[config.mk]
export PLATFORM = sky130hd
export DESIGN_NAME = lsa_align_unit
export DESIGN_NICKNAME = d
export VERILOG_FILES = /design/src/rtl/lsa_pkg.sv /design/src/rtl/lsa_addr_gen.sv /design/src/rtl/lsa_store_lane.sv /design/src/rtl/lsa_load_lane.sv /design/src/rtl/lsa_align_unit.sv
export SDC_FILE = /design/constraint.sdc
export NUM_CORES = 1
export LEC_CHECK = 0
export BUFFER_PORTS_ARGS = -buffer_cell sky130_fd_sc_hd__buf_4
export CAP_MARGIN = 5
export CORE_MARGIN = 5
export CORE_UTILIZATION = 51
export DETAILED_ROUTE_END_ITERATION = 6
export PLACE_DENSITY_LB_ADDON = 0.12
export SLEW_MARGIN = 40
export SYNTH_ARGS = -nofsm -noshare
export SYNTH_HDL_FRONTEND = slang
export SYNTH_HIERARCHICAL = 1
export SYNTH_SLANG_ARGS = --single-unit
[constraint.sdc]
create_clock -name clk -period 1.7 [get_ports clk]
set_input_delay 0.085 -clock clk [delete_from_list [all_inputs] [get_ports clk]]
set_output_delay 0.085 -clock clk [all_outputs]
set_load 0.01 [all_outputs]
[src/rtl/lsa_pkg.sv]
package lsa_pkg;
   typedef enum logic [1:0] {
      ACC_BYTE = 2'd0,
      ACC_HALF = 2'd1,
      ACC_WORD = 2'd2,
      ACC_RSVD = 2'd3
   } acc_size_e;
endpackage

[src/rtl/lsa_addr_gen.sv]
module lsa_addr_gen
   import lsa_pkg::*;
#(
   parameter int ADDR_W = 32,
   parameter int OFS_W  = 16,
   parameter int LANE_W = 2
) (
   input  logic [ADDR_W-1:0] base,
   input  logic [OFS_W-1:0]  offset,
   input  acc_size_e         size,
   output logic [ADDR_W-1:0] ea,
   output logic [LANE_W-1:0] lane,
   output logic              misaligned
);
   localparam int EXT_W = ADDR_W - OFS_W;

   if (OFS_W > ADDR_W) begin : g_bad_ofs
      $error("lsa_addr_gen: OFS_W wider than ADDR_W");
   end

   logic [ADDR_W-1:0] ofs_ext;
   assign ofs_ext = {{EXT_W{offset[OFS_W-1]}}, offset};
   assign ea      = base + ofs_ext;
   assign lane    = ea[LANE_W-1:0];

   always_comb begin
      unique case (size)
         ACC_BYTE: misaligned = 1'b0;
         ACC_HALF: misaligned = lane[0];
         ACC_WORD: misaligned = |lane;
         default:  misaligned = 1'b1;
      endcase
   end
endmodule

[src/rtl/lsa_store_lane.sv]
module lsa_store_lane
   import lsa_pkg::*;
#(
   parameter int DATA_W = 32,
   parameter int LANE_W = $clog2(DATA_W / 8)
) (
   input  acc_size_e          size,
   input  logic [LANE_W-1:0]  lane,
   input  logic [DATA_W-1:0]  src,
   output logic [DATA_W/8-1:0] be,
   output logic [DATA_W-1:0]  wdata
);
   localparam int NUM_LANES = DATA_W / 8;

   for (genvar i = 0; i < NUM_LANES; i++) begin : g_lane
      localparam int K = NUM_LANES - 1 - i;
      localparam logic [LANE_W-1:0] KL = LANE_W'(K);
      always_comb begin
         unique case (size)
            ACC_BYTE: begin
               be[i]            = (lane == KL);
               wdata[8*i +: 8]  = src[7:0];
            end
            ACC_HALF: begin
               be[i]            = (lane[LANE_W-1:1] == KL[LANE_W-1:1]);
               wdata[8*i +: 8]  = (K % 2 == 0) ? src[15:8] : src[7:0];
            end
            ACC_WORD: begin
               be[i]            = 1'b1;
               wdata[8*i +: 8]  = src[8*i +: 8];
            end
            default: begin
               be[i]            = 1'b0;
               wdata[8*i +: 8]  = src[8*i +: 8];
            end
         endcase
      end
   end
endmodule

[src/rtl/lsa_load_lane.sv]
module lsa_load_lane
   import lsa_pkg::*;
#(
   parameter int DATA_W = 32,
   parameter int LANE_W = $clog2(DATA_W / 8)
) (
   input  acc_size_e         size,
   input  logic [LANE_W-1:0] lane,
   input  logic              sgn,
   input  logic [DATA_W-1:0] rdata,
   output logic [DATA_W-1:0] data
);
   localparam int NUM_LANES = DATA_W / 8;
   localparam int NUM_HALF  = NUM_LANES / 2;

   logic [7:0]  byte_at [NUM_LANES];
   logic [15:0] half_at [NUM_HALF];

   for (genvar k = 0; k < NUM_LANES; k++) begin : g_byte
      assign byte_at[k] = rdata[DATA_W-1-8*k -: 8];
   end
   for (genvar j = 0; j < NUM_HALF; j++) begin : g_half
      assign half_at[j] = rdata[DATA_W-1-16*j -: 16];
   end

   logic [7:0]  sel_b;
   logic [15:0] sel_h;
   assign sel_b = byte_at[lane];
   assign sel_h = half_at[lane[LANE_W-1:1]];

   always_comb begin
      unique case (size)
         ACC_BYTE: data = {{(DATA_W-8){sgn & sel_b[7]}}, sel_b};
         ACC_HALF: data = {{(DATA_W-16){sgn & sel_h[15]}}, sel_h};
         default:  data = rdata;
      endcase
   end
endmodule

[src/rtl/lsa_align_unit.sv]
module lsa_align_unit
   import lsa_pkg::*;
#(
   parameter int ADDR_W = 32,
   parameter int DATA_W = 32,
   parameter int OFS_W  = 16
) (
   input  logic                clk,
   input  logic                rst_n,
   input  logic                req_valid,
   input  logic                req_write,
   input  logic [1:0]          req_size,
   input  logic                req_signed,
   input  logic [ADDR_W-1:0]   base,
   input  logic [OFS_W-1:0]    offset,
   input  logic [DATA_W-1:0]   st_src,
   output logic                mem_req,
   output logic                mem_we,
   output logic [ADDR_W-1:0]   mem_addr,
   output logic [DATA_W/8-1:0] mem_be,
   output logic [DATA_W-1:0]   mem_wdata,
   input  logic [DATA_W-1:0]   mem_rdata,
   output logic [DATA_W-1:0]   ld_data,
   output logic                misalign_err
);
   localparam int NUM_LANES = DATA_W / 8;
   localparam int LANE_W    = $clog2(NUM_LANES);

   if (DATA_W < 32 || DATA_W % 16 != 0) begin : g_bad_data
      $error("lsa_align_unit: DATA_W must be a multiple of 16, at least 32");
   end
   if (ADDR_W <= LANE_W) begin : g_bad_addr
      $error("lsa_align_unit: ADDR_W too narrow");
   end

   acc_size_e         size_in;
   logic [ADDR_W-1:0] ea;
   logic [LANE_W-1:0] lane;
   logic              mis;
   logic [NUM_LANES-1:0] be_c;
   logic [DATA_W-1:0] wdata_c;

   assign size_in = acc_size_e'(req_size);

   lsa_addr_gen #(.ADDR_W(ADDR_W), .OFS_W(OFS_W), .LANE_W(LANE_W)) i_addr (
      .base(base), .offset(offset), .size(size_in),
      .ea(ea), .lane(lane), .misaligned(mis)
   );

   lsa_store_lane #(.DATA_W(DATA_W), .LANE_W(LANE_W)) i_st (
      .size(size_in), .lane(lane), .src(st_src),
      .be(be_c), .wdata(wdata_c)
   );

   logic              go;
   acc_size_e         ld_size_q;
   logic [LANE_W-1:0] ld_lane_q;
   logic              ld_sgn_q;

   assign go = req_valid & ~mis;

   always_ff @(posedge clk or negedge rst_n) begin
      if (!rst_n) begin
         mem_req      <= 1'b0;
         mem_we       <= 1'b0;
         mem_addr     <= '0;
         mem_be       <= '0;
         mem_wdata    <= '0;
         misalign_err <= 1'b0;
         ld_size_q    <= ACC_WORD;
         ld_lane_q    <= '0;
         ld_sgn_q     <= 1'b0;
      end else begin
         mem_req      <= go;
         mem_we       <= go & req_write;
         mem_be       <= (go & req_write) ? be_c : '0;
         misalign_err <= req_valid & mis;
         if (req_valid) begin
            mem_addr  <= {ea[ADDR_W-1:LANE_W], {LANE_W{1'b0}}};
            mem_wdata <= wdata_c;
            ld_size_q <= size_in;
            ld_lane_q <= lane;
            ld_sgn_q  <= req_signed;
         end
      end
   end

   lsa_load_lane #(.DATA_W(DATA_W), .LANE_W(LANE_W)) i_ld (
      .size(ld_size_q), .lane(ld_lane_q), .sgn(ld_sgn_q),
      .rdata(mem_rdata), .data(ld_data)
   );

   AST_ERR_BLOCKS_MEM: assert property (@(posedge clk) disable iff (!rst_n)
      misalign_err |-> (!mem_req && !mem_we && mem_be == '0));
   AST_BE_NEEDS_WE: assert property (@(posedge clk) disable iff (!rst_n)
      (mem_be != '0) |-> mem_we);
   AST_BE_SHAPE: assert property (@(posedge clk) disable iff (!rst_n)
      mem_we |-> ($countones(mem_be) == 1 || $countones(mem_be) == 2 ||
                  $countones(mem_be) == NUM_LANES));
   AST_WE_IMPLIES_REQ: assert property (@(posedge clk) disable iff (!rst_n)
      mem_we |-> mem_req);
   AST_ADDR_ALIGNED: assert property (@(posedge clk) disable iff (!rst_n)
      mem_req |-> (mem_addr[LANE_W-1:0] == '0));
   AST_REQ_ONE_CYCLE: assert property (@(posedge clk) disable iff (!rst_n)
      !req_valid |=> !mem_req);
   AST_SEXT_BYTE: assert property (@(posedge clk) disable iff (!rst_n)
      (ld_size_q == ACC_BYTE && ld_sgn_q) |->
         (ld_data[DATA_W-1:8] == {(DATA_W-8){ld_data[7]}}));
   AST_ZEXT_HALF: assert property (@(posedge clk) disable iff (!rst_n)
      (ld_size_q == ACC_HALF && !ld_sgn_q) |->
         (ld_data[DATA_W-1:16] == '0));
endmodule

# After elaboration in Yosys (flattened, before gate mapping)
# Cells that the tools add are included.
[totals]
word_cells = 48
reg_bits = 74
output_inout_bits = 103
input_bits = 119
[classes]
n_addsub = 1
reduce_logical = 5
n_bitwise = 9
n_mux = 16
magnitude_cmp = 2
n_eq_ne = 6
[ops]
columns = ["operator", "n"]
rows = [
  ["32-bit case mux with 2 select lines", 1],
  ["16-bit two-way mux", 3],
  ["32-bit adder", 1],
  ["8-bit two-way mux", 4],
  ["8-bit binary-select mux with 2-bit select", 1],
  ["8-bit case mux with 2 select lines", 1],
  ["1-bit case mux with 3 select lines", 5],
  ["2-bit by 1-bit equality test with 1-bit output (second input constant)", 3],
  ["2-bit equality test (second input constant)", 3],
  ["2-bit zero test", 3],
  ["1-bit AND", 5],
  ["4-bit two-way mux", 1],
  ["2-bit OR reduction", 2],
  ["3-bit >= comparator (second input constant)", 1],
  ["2-bit NOT with 3-bit output", 1],
  ["2-bit >= comparator (second input constant)", 1],
  ["1-bit NOT", 2],
  ["1-bit NOT with 2-bit output", 1],
]

# Logic depth before layout (Yosys ltp)
# Gate-level depths: netlist of run 1.
[logic_depth]
word_depth = 7
ltp_mapped = 10
ltp_nobuf = 10

# Cells and area by module
# Netlist of run 1, hierarchy kept.
[by_module_without_submodules]
columns = ["module", "cells_per_inst", "seq_area_each_um2", "area_per_inst_um2", "instances"]
rows = [
  ["lsa_align_unit", 159, 1853.0, 2970.3, 1],
  ["lsa_addr_gen", 246, 0.0, 1773.0, 1],
  ["lsa_load_lane", 106, 0.0, 798.3, 1],
  ["lsa_store_lane", 64, 0.0, 510.5, 1],
]

# Worst setup path before layout of run 1
# Ideal clock, no wire load.
[synth_timing]
kind = "input port to flip-flop"
start = "input offset[0]"
end = "register mem_addr[26]"
cell_stages = 10
t_arrival_ns = 2.176
setup_ns = 0.125
slack_ns = -0.601
t_required_ns = 1.575
n_path_buf = 0
cell_sequence = "ha_1 fa_1 a21o_1 a31o_2 nand3_1 o221ai_1 a311oi_1 o21bai_1 xor2_1 mux2_4"
[synth_via]
elab_chain_len = 1
[synth_lines]
columns = ["element", "line", "source"]
rows = [
  ["start: declaration", "lsa_align_unit.sv:15", "input logic [OFS_W-1:0] offset,"],
  ["32-bit adder", "lsa_addr_gen.sv:23", "assign ea = base + ofs_ext;"],
  ["via ea[26]", "lsa_align_unit.sv:37", "logic [ADDR_W-1:0] ea;"],
  ["end signal: assignment", "lsa_align_unit.sv:79", "mem_addr <= {ea[ADDR_W-1:LANE_W], {LANE_W{1'b0}}};"],
  ["end: declaration", "lsa_align_unit.sv:19", "output logic [ADDR_W-1:0] mem_addr,"],
]
# The timed path passes the listed nets, and every way through them passes these cells.
# A chain may end at the register's enable or synchronous reset.

# Final worst setup path of run 1
[layout_timing]
start = "input base[8]"
end = "register mem_addr[31]"
[layout_via]
elab_chain_len = 1
[layout_lines]
columns = ["element", "line", "source"]
rows = [
  ["start: declaration", "lsa_align_unit.sv:14", "input logic [ADDR_W-1:0] base,"],
  ["32-bit adder", "lsa_addr_gen.sv:23", ""],
  ["via ea[31]", "lsa_align_unit.sv:37", ""],
]
# The timed path passes the listed nets, and every way through them passes these cells.

==> results of run 1 <==
-- worst max-delay path: cells and delay by family --
kind / cells / cell delay (ps)
compound gates: 5 / 1000
fa+ha+maj: 1 / 270
buf+inv: 1 / 100
mux: 1 / 260
simple gates: 2 / 570
-- flip-flops by register name, indices dropped and copies added (netlist names) --
| register | cells |
|---|---|
| mem_be | 4 |
| misalign_err | 1 |
| mem_wdata | 32 |
| ld_size_q | 2 |
| ld_lane_q | 2 |
| mem_req | 1 |
| ld_sgn_q | 1 |
| mem_we | 1 |
| mem_addr | 30 |
-- cell families (layout without fill, tap and decap cells) --
group           after synthesis  count (layout)  share of synthesized area, %
fa+ha+maj                    32              32                          6.74
mux                         104             104                          22.5
simple gates                 99              99                          8.79
flops                        74              74                          30.6
buf+inv                      57             373                          6.18
compound gates              180             180                          21.0
xor+xnor                     28              28                          4.05
other cells                   1               2                        0.0620
-- final cells by class --
class,count,area [um2],share of cell area [%]
flip-flops and latches,74,1860,18.6
multi-input cells,445,4650,46.6
well taps,143,179,1.79
inverters,8,30.0,0.301
clock buffers,9,225,2.26
clock inverters,6,42.5,0.426
repair buffers,350,3000,30.1
-- per-layer routing --
| layer | GRT usage, % | vias to the layer above |
|---|---|---|
| li1 | - | 2769 |
| met1 | 31.4 | 3075 |
| met2 | 48.8 | 340 |
| met3 | 5.83 | 98 |
| met4 | 13.1 | 0 |
| met5 | 0 | - |
-- metrics by stage --
| stage | instance area, um2 | setup slack (ps) | util (%) |
|---|---|---|---|
| finish | 9990 | -354 | 86.7 |
| global route | 9990 | -405 | 86.7 |
| CTS | 9440 | -263 | 82.0 |
| detailed placement | 8600 | -814 | 74.6 |
| global placement | 8590 | -647 | 74.6 |
| floorplan | 6340 | -474 | - |
-- repair_timing --
item	CTS	global route
resized for setup	76	81
hold buffers	7	1
cloned	2	3
endpoints found under the hold margin	39	1
pin swaps	57	29
setup endpoints to repair	51	54
setup buffers	10	16
-- cell usage after synthesis (4+ instances only) --
cell      count  share of area [%]
xor2_1       15                2.2
and4b_1       4               0.66
o21bai_1      5               0.62
xnor2_1      13                1.9
buf_4        14                1.7
nand4_1       8               0.83
mux2i_1      12                2.0
nand2b_1      4               0.41
nor2_1       13               0.81
nand2_1      35                2.2
buf_2         8               0.66
nor3_1        5               0.41
inv_1         7               0.43
dfrtp_1      73                 30
mux2_2       37                6.9
a21oi_1      66                5.5
mux2_4       55                 14
a22oi_1       9                1.1
o22a_1       14                2.0
o221ai_1      7                1.0
buf_6        13                2.4
ha_1         31                6.4
nand3_1      10               0.83
a21o_1       19                2.4
o21ai_0      23                1.9
clkbuf_1     13               0.81
-- final timing paths --
check | end | slack (ps) | cells after the start
worst max-delay path | mem_addr[31] | -350 | 10
worst min-delay path | mem_wdata[6] | 20 | 2
worst max register to register | ld_size_q[1] | 590 | 2
worst min register to register | mem_addr[6] | 510 | 1
max in group asynchronous | mem_addr[12] | 820 | 3
min in group asynchronous | mem_addr[4] | 260 | 2
-- power groups by stage --
stage                     registers [uW]  clock network, uW  logic [uW]
final                               2310               1780        4220
after global routing                2340               1900        4430
after global placement              2290                  0        3380
after detailed placement            2310                  0        3450
after floorplan                     2410                  0        1790
after CTS                           2290               1810        3780
==> key figures, run 1 <==
Layout
  – Most common cell after layout, fill and taps aside: buf_4
  – Post-layout nets: 1039
  – Area growth syn-to-layout: 65.0%
  – Antenna Diode Count: 0
  – Most frequent cells in the layout: buf_4, dfrtp_1, mux2_4
  – Filler cells: roughly 560
  – Share of cells above drive strength 1: roughly 64%
  – Finished Layout Cells: 1035

Global routing
  – Largest net degree at the start of global routing: 45
  – Initial antenna violation count: 0
  – Number of global-route vias before repair: between 6000 and 7000
  – Global-route wire length before repair: approximately 32000 um
  – GRT Util Overall: between 20% and 30%
  – Grt ovf: 0

Pwr
  – Clk network pwr share: a little over a fifth
  – VDD IR-drop max: between 500 and 600 uV
  – Internal Power: 5390 uW
  – LEAKAGE: roughly 0.0047 uW
  – Switching power total: ~2900 uW
  – Total Power: just over 8000 uW
  – Sw Share: a little over a third
  – Comb pwr share: roughly 51%
  – PD cells: a little over 800 mW/mm2
  – Sequential fraction of design power: ~28%

Timing
  – Max Slew Vio Count: 0
  – Max Clock Skew: 0 ps
  – Final Setup Violations: 53
  – Final hold slack: roughly 15 ps
  – Slew margin rel.: a little under two thirds
  – Period utilisation layout: 121%
  – Fmax: slightly below 0.5 GHz
  – Final number of hold-violating endpoints: 0
  – Tmin final: approximately 2000 ps
  – Worst slew pin tran: approximately 540 ps
  – Setup_tns: -12010 ps
  – Setup ws final: -354 ps
  – Unrepaired setup endpoints after global routing: yes

Routing
  – ANT nets after route: 0
  – DRT met1 WL: around 8400 um
  – DR vias/cell: between 6 and 7
  – Routed vias: 6282
  – Top layer in use: met4
  – DRT Wirelength: 23200 um
  – Drt initial violations: between 500 and 600
  – Wire length on met3: roughly 1300 um
  – DRC Markers: 0
  – WL met2: around 12000 um
  – DR pass1 iterations: 5
  – Average wire per standard cell: around 22 um

Floorplanning
  – Full die area: about 0.014 mm2
  – Initial Utilization: 52.6%
  – IO Pins: approximately 220
  – Row cnt: 39
  – Die W: around 120 um
  – Core region area: 0.0115 mm2
  – Die height: 119 um

Place
  – PortBufs: 219
  – RePlAce Congestion: around 0.95
  – Post-DP HPWL: roughly 14000 um
  – Inst Count DP: about 990

Setup path
  – Setup crit start kind: primary input
  – Crit-path max FO: 4
  – Worst R2R Start: ld_size_q[1]
  – Critical Path RT: about 1900 ps
  – CP Launch Point: base[8]
  – Worst-path cell chain: buf_6 -> ha_4 -> and3_4 -> o211ai_1 -> o21bai_4 -> a22oi_4 -> a311oi_4 -> o311a_1 -> or3_4 -> mux2_4
  – Critical Path Max Stage Delay: ~380 ps
  – Worst Path Arrival: around 2300 ps
  – Crit path kind: primary input to flop
  – Critical Path End Type: flop
  – Critical-path top delay cell: or3_4

Clocking
  – CTS tree: built
  – Sink Count: between 70 and 80
  – Clock Latency Late Sink: between 300 and 400 ps
  – Clock buffer depth: 2
  – Clock transition at path regs: around 60 ps
  – Cts bufs inserted: 9
  – Root buf cell: clkbuf_16
  – CTS H-tree depth: 3

Synthesis
  – Synth unique cells: 70
  – Cells after Synth: around 580
  – Synth Flop Type: dfrtp_1
  – Post-Syn Area: around 0.006 mm2
  – Yosys reg bits: 74
  – Avg Inst Size Synth: 10.5 um2
  – FFs w/ async S/R, synth: 100%
  – Sequential share of the synthesized area: between 30% and 40%
  – Number of synthesized flops with an enable pin: 0
  – Synth warn: 6

Outcome
  – Outcome: finished with violations
  – Failing checks: setup timing

Worst hold path
  – HP Class: primary input to flop
  – Min-delay src: st_src[6]

Run
  – Maxcap violations: 0
Power figures use the tool's default switching activity.
==> run 2: changes to the inputs <==
--- a/config.mk
+++ b/config.mk
@@ -5,10 +5,11 @@
 export SDC_FILE = /design/constraint.sdc
 export NUM_CORES = 1
 export LEC_CHECK = 0
+export ABC_AREA = 1
 export BUFFER_PORTS_ARGS = -buffer_cell sky130_fd_sc_hd__buf_4
 export CAP_MARGIN = 5
 export CORE_MARGIN = 5
-export CORE_UTILIZATION = 51
+export CORE_UTILIZATION = 52
 export DETAILED_ROUTE_END_ITERATION = 6
 export PLACE_DENSITY_LB_ADDON = 0.12
 export SLEW_MARGIN = 40
==> key figures, run 2 <==
Floorplanning
  – Die W: 123 um (+3.3%)
  – Initial Utilization: 52.7% (+0.16 points)
  – Row cnt: 41 (+5.1%)
  – Die height: 123 um (+3.3%)
  – Core region area: 0.0126 mm2 (+9.1%)
  – Full die area: 0.0151 mm2 (+6.7%)
  – IO Pins: 222 (unchanged)

Layout
  – Register area: 0.00186 mm2 (about the same)
  – Multi-input gate area: 0.00416 mm2 (-11%)
  – Post-layout nets: 1454 (+40%)
  – Final instance area: 0.00923 mm2 (-7.5%)
  – Antenna Diode Count: 0 (unchanged)
  – Filler cells: 1034 (+86%)
  – Most frequent cells in the layout: nand2_1, buf_4, inv_1
  – Share of cells above drive strength 1: 28.4% (-36 points)
  – Finished Layout Cells: 1480 (+43%)
  – Area growth syn-to-layout: 39.4%
  – Largest registers: mem_wdata x32, mem_addr x30, mem_be x4
  – Max reg flops: 32 (unchanged)
  – Most common cell after layout, fill and taps aside: nand2_1
  – Top reg by flops: mem_wdata

Synthesis
  – Synth unique cells: 36 (-49%)
  – Sequential share of the synthesized area: 28.0% (-2.6 points)
  – Synth Flop Type: dfrtp_1
  – Synth warn: 6 (unchanged)
  – FFs w/ async S/R, synth: 100% (unchanged)
  – Cells after Synth: 1062 (+85%)
  – Yosys reg bits: 74 (unchanged)
  – Top cells by area, synth: nand2_1, dfrtp_1, inv_1
  – Number of synthesized flops with an enable pin: 0 (unchanged)
  – Area leader, netlist: nand2_1
  – Avg Inst Size Synth: 6.24 um2 (-41%)
  – Cell with the most instances after synthesis: nand2_1
  – Synth top cells by count: nand2_1, inv_1, dfrtp_1
  – Post-Syn Area: 0.00663 mm2 (+9.5%)
  – Post-synth top area share: 31.8% (+1.6 points)

Global routing
  – Number of global-route vias before repair: 6904 (+10%)
  – Largest net degree at the start of global routing: 43 (-4.4%)
  – Global-route wire length before repair: 32800 um (+3.6%)
  – Initial antenna violation count: 0 (unchanged)
  – Grt ovf: 0 (unchanged)
  – GRT Util Overall: 26.9% (-0.57 points)

Setup path
  – CP Launch Point: ld_size_q[1]
  – CP delay by family, top: flip-flops
  – Worst r2r path cells: 4 (+2)
  – Most repeated library cell on the critical path: nand2_8
  – Worst R2R Start: ld_size_q[1]
  – CP Buf/Inv Count: 2 (+1)
  – Worst-path cell chain: inv_4 -> nand2_8 -> nor2_4 -> nand2_4 -> nand2_8 -> nand2_8 -> nand3_2 -> buf_6
  – Critical Path Max Stage Delay: 560 ps (+180 ps)
  – Critical Path RT: 1620 ps (-310 ps)
  – Crit-path max FO: 6 (+2)
  – Worst Path Arrival: 1640 ps (-640 ps)
  – Setup crit start kind: flop
  – Worst R2R End: ld_size_q[1]
  – Critical-path top delay cell: dfstp_2
  – Critical Path End Type: primary output
  – FF-to-FF setup slack: 570 ps (-20 ps)
  – Crit path kind: flop to primary output

Clocking
  – Clock transition at path regs: 60 ps (about the same)
  – Cts bufs inserted: 9 (unchanged)
  – CTS tree: built
  – Clock buffer depth: 2 (unchanged)
  – Root buf cell: clkbuf_16
  – CTS H-tree depth: 3 (unchanged)
  – Clock Latency Late Sink: 320 ps (about the same)
  – Sink Count: 74 (unchanged)

Timing
  – Final Setup Violations: 16 (-70%)
  – Fmax: 0.580 GHz (+19%)
  – Max Slew Vio Count: 0 (unchanged)
  – Tmin final: 1720 ps (-330 ps)
  – Max Clock Skew: 0 ps (unchanged)
  – Period utilisation layout: 101% (-19 points)
  – Worst slew pin tran: 568 ps (+28.4 ps)
  – Slew margin rel.: 62.1% (-1.7 points)
  – Setup ws final: -23.5 ps (+330 ps)
  – Unrepaired setup endpoints after global routing: yes
  – Final number of hold-violating endpoints: 0 (unchanged)
  – Final hold slack: 42.6 ps (+27.3 ps)

Routing
  – DRT Wirelength: 20600 um (-11%)
  – Routed vias: 7320 (+17%)
  – Drt initial violations: 546 (-2.0%)
  – Average wire per standard cell: 13.9 um (-38%)
  – DRC Markers: 0 (unchanged)
  – ANT nets after route: 0 (unchanged)
  – DR vias/cell: 4.95 (-19%)
  – DR pass1 iterations: 5 (unchanged)

Place
  – Post-DP HPWL: 15000 um (+4.4%)
  – RePlAce Congestion: 0.908 (-4.6%)
  – Inst Count DP: 1440 (+46%)
  – Dpl cell area: 0.00839 mm2 (-2.4%)
  – Post-Place Setup Slack: -77.4 ps (+737 ps)
  – PortBufs: 219 (unchanged)

Outcome
  – Outcome: finished with violations
  – Failing checks: setup timing

Worst hold path
  – Hold Path End: mem_wdata[0]
  – Min-delay src: st_src[0]
  – Worst hold path cell count: 3 (+1)
  – HP Class: primary input to flop

Run
  – Maxcap violations: 0 (unchanged)

Pwr
  – VDD IR-drop max: 518 uV (-12%)
  – PD cells: 767 mW/mm2 (-7.8%)
  – LEAKAGE: 0.00565 uW (+21%)
## run 2: cell count changes in the layout (fill, tap and decap cells not counted), sizes merged, moves of 18 or more
| cell | previous run | this run |
|---|---|---|
| nand3 | 10 | 70 |
| nor2 | 15 | 52 |
| inv | 9 | 133 |
| mux2 | 92 | 0 |
| buf | 338 | 258 |
| nand2 | 35 | 584 |
| a21o | 19 | 1 |
| a21oi | 68 | 27 |
## run 2: worst max-delay path by stage
stage | slack (ps) | end | depth (start not counted)
after floorplan | 110 | mem_addr[28] | 14
after global placement | -50 | mem_addr[28] | 15
after detailed placement | -80 | mem_addr[28] | 15
after CTS | -20 | ld_data[31] | 8
after global routing | -70 | ld_data[18] | 8
final | -20 | ld_data[16] | 8
## run 2: kinds of logic after synthesis
kind of cell | share of synthesized area, %
flops | 28.0
xor+xnor | 2.12
fa+ha+maj | 6.16
compound gates | 4.21
other cells | 0.0566
buf+inv | 12.7
simple gates | 46.8
## run 2: layout make-up
class	count	share of cell area (%)
clock buffers	12	2.89
clock inverters	4	0.528
inverters	134	5.51
multi-input cells	816	45.0
flip-flops and latches	74	20.1
well taps	172	2.33
repair buffers	268	23.6
## run 2: what timing repair did
action	in CTS	in global routing
hold buffers	9	0
pin swaps	10	16
resized for setup	48	11
hold endpoints to repair	48	0
buffers inserted	5	5
cloned	4	1
setup endpoints to repair	31	32
## run 2: power breakdown
group          internal (uW)  switching, uW
sequential              2000            159
clock                   1250            693
combinational           1350           1630
## run 2: metrics by stage
stage	TNS [ps]	util (%)	power (uW)
global placement	-135	66.7	4830
global route	-1390	73.5	7530
CTS	-152	72.5	7020
floorplan	0	-	3680
detailed placement	-296	66.7	4870
finish	-177	73.5	7080
## run 2: per-layer routing
layer  part of all wire, %  wire, um  vias up  track usage, %
met3                   7.2      1480       48            4.61
met5                     0         0        -               0
li1                      -         -     3702               -
met1                    39      8140     3300            33.0
met4                   3.1       643        0            9.87
met2                    50     10400      270            47.1
## run 2: worst reg2reg max path, cell delays in order, from the launching register on
cell	delay, ps
dfstp_2	560
buf_4	190
clkbuf_16	190
nand2_1	60
nand2_1	70
==> run 3: changes to the inputs <==
==> constraint.sdc (replaced) <==
create_clock -name clk -period 1.7 [get_ports clk]
set_input_delay 0.085 -clock clk [delete_from_list [all_inputs] [get_ports clk]]
set_output_delay 0.085 -clock clk [all_outputs]
set_load 0.05 [all_outputs]
==> key figures, run 3 (synthesis results as in run 2) <==
Pwr
  – VDD IR-drop max: 562 uV (+8.5%)
  – LEAKAGE: 0.00571 uW (+0.99%)
  – PD cells: 874 mW/mm2 (+14%)
  – Total Power: 8230 uW (+16%)

Floorplanning
  – Initial Utilization: 52.7% (unchanged)
  – Full die area: 0.0151 mm2 (unchanged)
  – Die height: 123 um (unchanged)
  – Row cnt: 41 (unchanged)
  – Die W: 123 um (unchanged)
  – Core region area: 0.0126 mm2 (unchanged)
  – IO Pins: 222 (unchanged)

Place
  – Dpl cell area: 0.00841 mm2 (+0.33%)
  – PortBufs: 219 (unchanged)
  – RePlAce Congestion: 0.919 (+1.2%)
  – Post-DP HPWL: 15100 um (+0.55%)
  – Inst Count DP: 1442 (+0.14%)

Routing
  – Drt initial violations: 924 (+69%)
  – Routed vias: 7745 (+5.8%)
  – Average wire per standard cell: 15.6 um (+12%)
  – DR vias/cell: 5.20 (+5.2%)
  – DRC Markers: 0 (unchanged)
  – DR pass1 iterations: 6 (+1)
  – ANT nets after route: 0 (unchanged)
  – DRT Wirelength: 23200 um (+13%)

Outcome
  – Failing checks: setup timing
  – Outcome: finished with violations

Clocking
  – CTS tree: built
  – Sink Count: 74 (unchanged)
  – Clock Latency Late Sink: 330 ps (about the same)
  – Root buf cell: clkbuf_16
  – Clock transition at path regs: 60 ps (about the same)
  – CTS H-tree depth: 3 (unchanged)
  – Cts bufs inserted: 9 (unchanged)
  – Clock buffer depth: 2 (unchanged)

Timing
  – Tmin final: 1960 ps (+232 ps)
  – Unrepaired setup endpoints after global routing: yes
  – Slew margin rel.: 66.5% (+4.4 points)
  – Fmax: 0.511 GHz (-12%)
  – Final number of hold-violating endpoints: 0 (unchanged)
  – Final Setup Violations: 31 (+15)
  – Worst slew pin tran: 502 ps (-65.6 ps)
  – Setup ws final: -255 ps (-232 ps)
  – Max Clock Skew: 0 ps (unchanged)
  – Period utilisation layout: 115% (+14 points)
  – Max Slew Vio Count: 0 (unchanged)

Setup path
  – Critical Path End Type: primary output
  – CP delay by family, top: simple AND/OR/NAND/NOR gates
  – Critical Path Max Stage Delay: 480 ps (-80 ps)
  – Worst Path Arrival: 1870 ps (+230 ps)
  – Critical Path RT: 1620 ps (about the same)
  – CP Buf/Inv Count: 1 (-1)
  – Crit-path max FO: 7 (+1)
  – Crit path kind: flop to primary output
  – Setup crit start kind: flop
  – Critical-path top delay cell: dfrtp_2
  – Worst-path cell chain: nand2_1 -> nand2_4 -> nand2_4 -> nand2_8 -> nand2_8 -> nand3_4 -> buf_8

Layout
  – Largest registers: mem_wdata x32, mem_addr x30, mem_be x4
  – Share of cells above drive strength 1: 29.3% (+0.97 points)
  – Post-layout util: 74.9% (+1.4 points)
  – Max reg flops: 32 (unchanged)
  – Top reg by flops: mem_wdata
  – Most common cell after layout, fill and taps aside: nand2_1
  – Area growth syn-to-layout: 42.1%
  – Most frequent cells in the layout: nand2_1, buf_4, inv_1
  – Final instance area: 0.00941 mm2 (+1.9%)
  – Antenna Diode Count: 0 (unchanged)
  – Post-layout nets: 1462 (+0.55%)
  – Finished Layout Cells: 1488 (+0.54%)

Worst hold path
  – HP Class: primary input to flop

Global routing
  – Initial antenna violation count: 0 (unchanged)
  – GRT Util Overall: 26.8% (-0.041 points)
  – Largest net degree at the start of global routing: 40 (-7.0%)
  – Grt ovf: 0 (unchanged)
  – Number of global-route vias before repair: 6812 (-1.3%)
  – Global-route wire length before repair: 32500 um (-0.72%)

Run
  – Maxcap violations: 0 (unchanged)
==> run 3: changes by cell type in the layout (fill, tap and decap cells not counted), sizes merged <==
cell / before / now
buf: 258 / 265
bufinv: 1 / 0
clkinvlp: 0 / 1
dlygate4sd3: 9 / 10
==> run 3: layout make-up <==
class                      instances  area, um2
clock buffer                      12        256
fill                             969       3160
multi-input combinational        816       4230
clock inverter                     4       26.3
sequential                        74       1860
inverter                         134        509
timing repair buffer             276       2320
tap                              172        215
==> run 3: worst register-to-register path, delay by kind of cell, from the launching register on <==
family,cells,cell delay [ps]
and+or+nand+nor,2,120
DFF,1,590
buffers and inverters,2,310
==> run 3: path summary, 6_finish.rpt <==
path | depth (start not counted) | slack [ps] | startpoint | endpoint
min in group asynchronous | 2 | 170 | rst_n | mem_wdata[30]
max in group asynchronous | 3 | 910 | rst_n | mem_wdata[21]
worst min register to register | 2 | 470 | mem_wdata[0] | mem_wdata[0]
worst min-delay path | 3 | 30 | req_size[1] | ld_size_q[1]
worst max-delay path | 7 | -260 | ld_lane_q[1] | ld_data[19]
worst max register to register | 4 | 620 | ld_size_q[1] | ld_size_q[1]
==> run 3: per-stage QoR <==
stage	hold WS (ps)	setup TNS (ps)	worst slack [ps]
6_report	32.3	-4580	-255
5_1_grt	40.7	-5800	-293
4_1_cts	15.9	-1960	-90.9
3_5_place_dp	-33.6	-292	-67.5
3_3_place_gp	-33.0	-142	-44.0
2_1_floorplan	-211	0	25.3
==> run 3: power breakdown <==
part / leakage (uW) / internal (uW) / total, uW / switching, uW
sequential: 0.000913 / 2000 / 2170 / 172
clock: 0.000139 / 1070 / 1800 / 734
combinational: 0.00466 / 1460 / 4260 / 2800
==> run 3: per-layer routing <==
metal	global-route usage, %	part of all wire (%)
met5	0	0
met2	47.1	48
met1	32.6	38
met3	3.50	8.6
met4	12.5	5.9
==> run 3: timing repair <==
item,4_1_cts,5_1_grt
buffers inserted,3,12
hold buffers,10,0
pin swaps,8,14
resized for setup,62,35
hold endpoints to repair,82,0
gates cloned,4,1
endpoints found under the setup margin,31,32
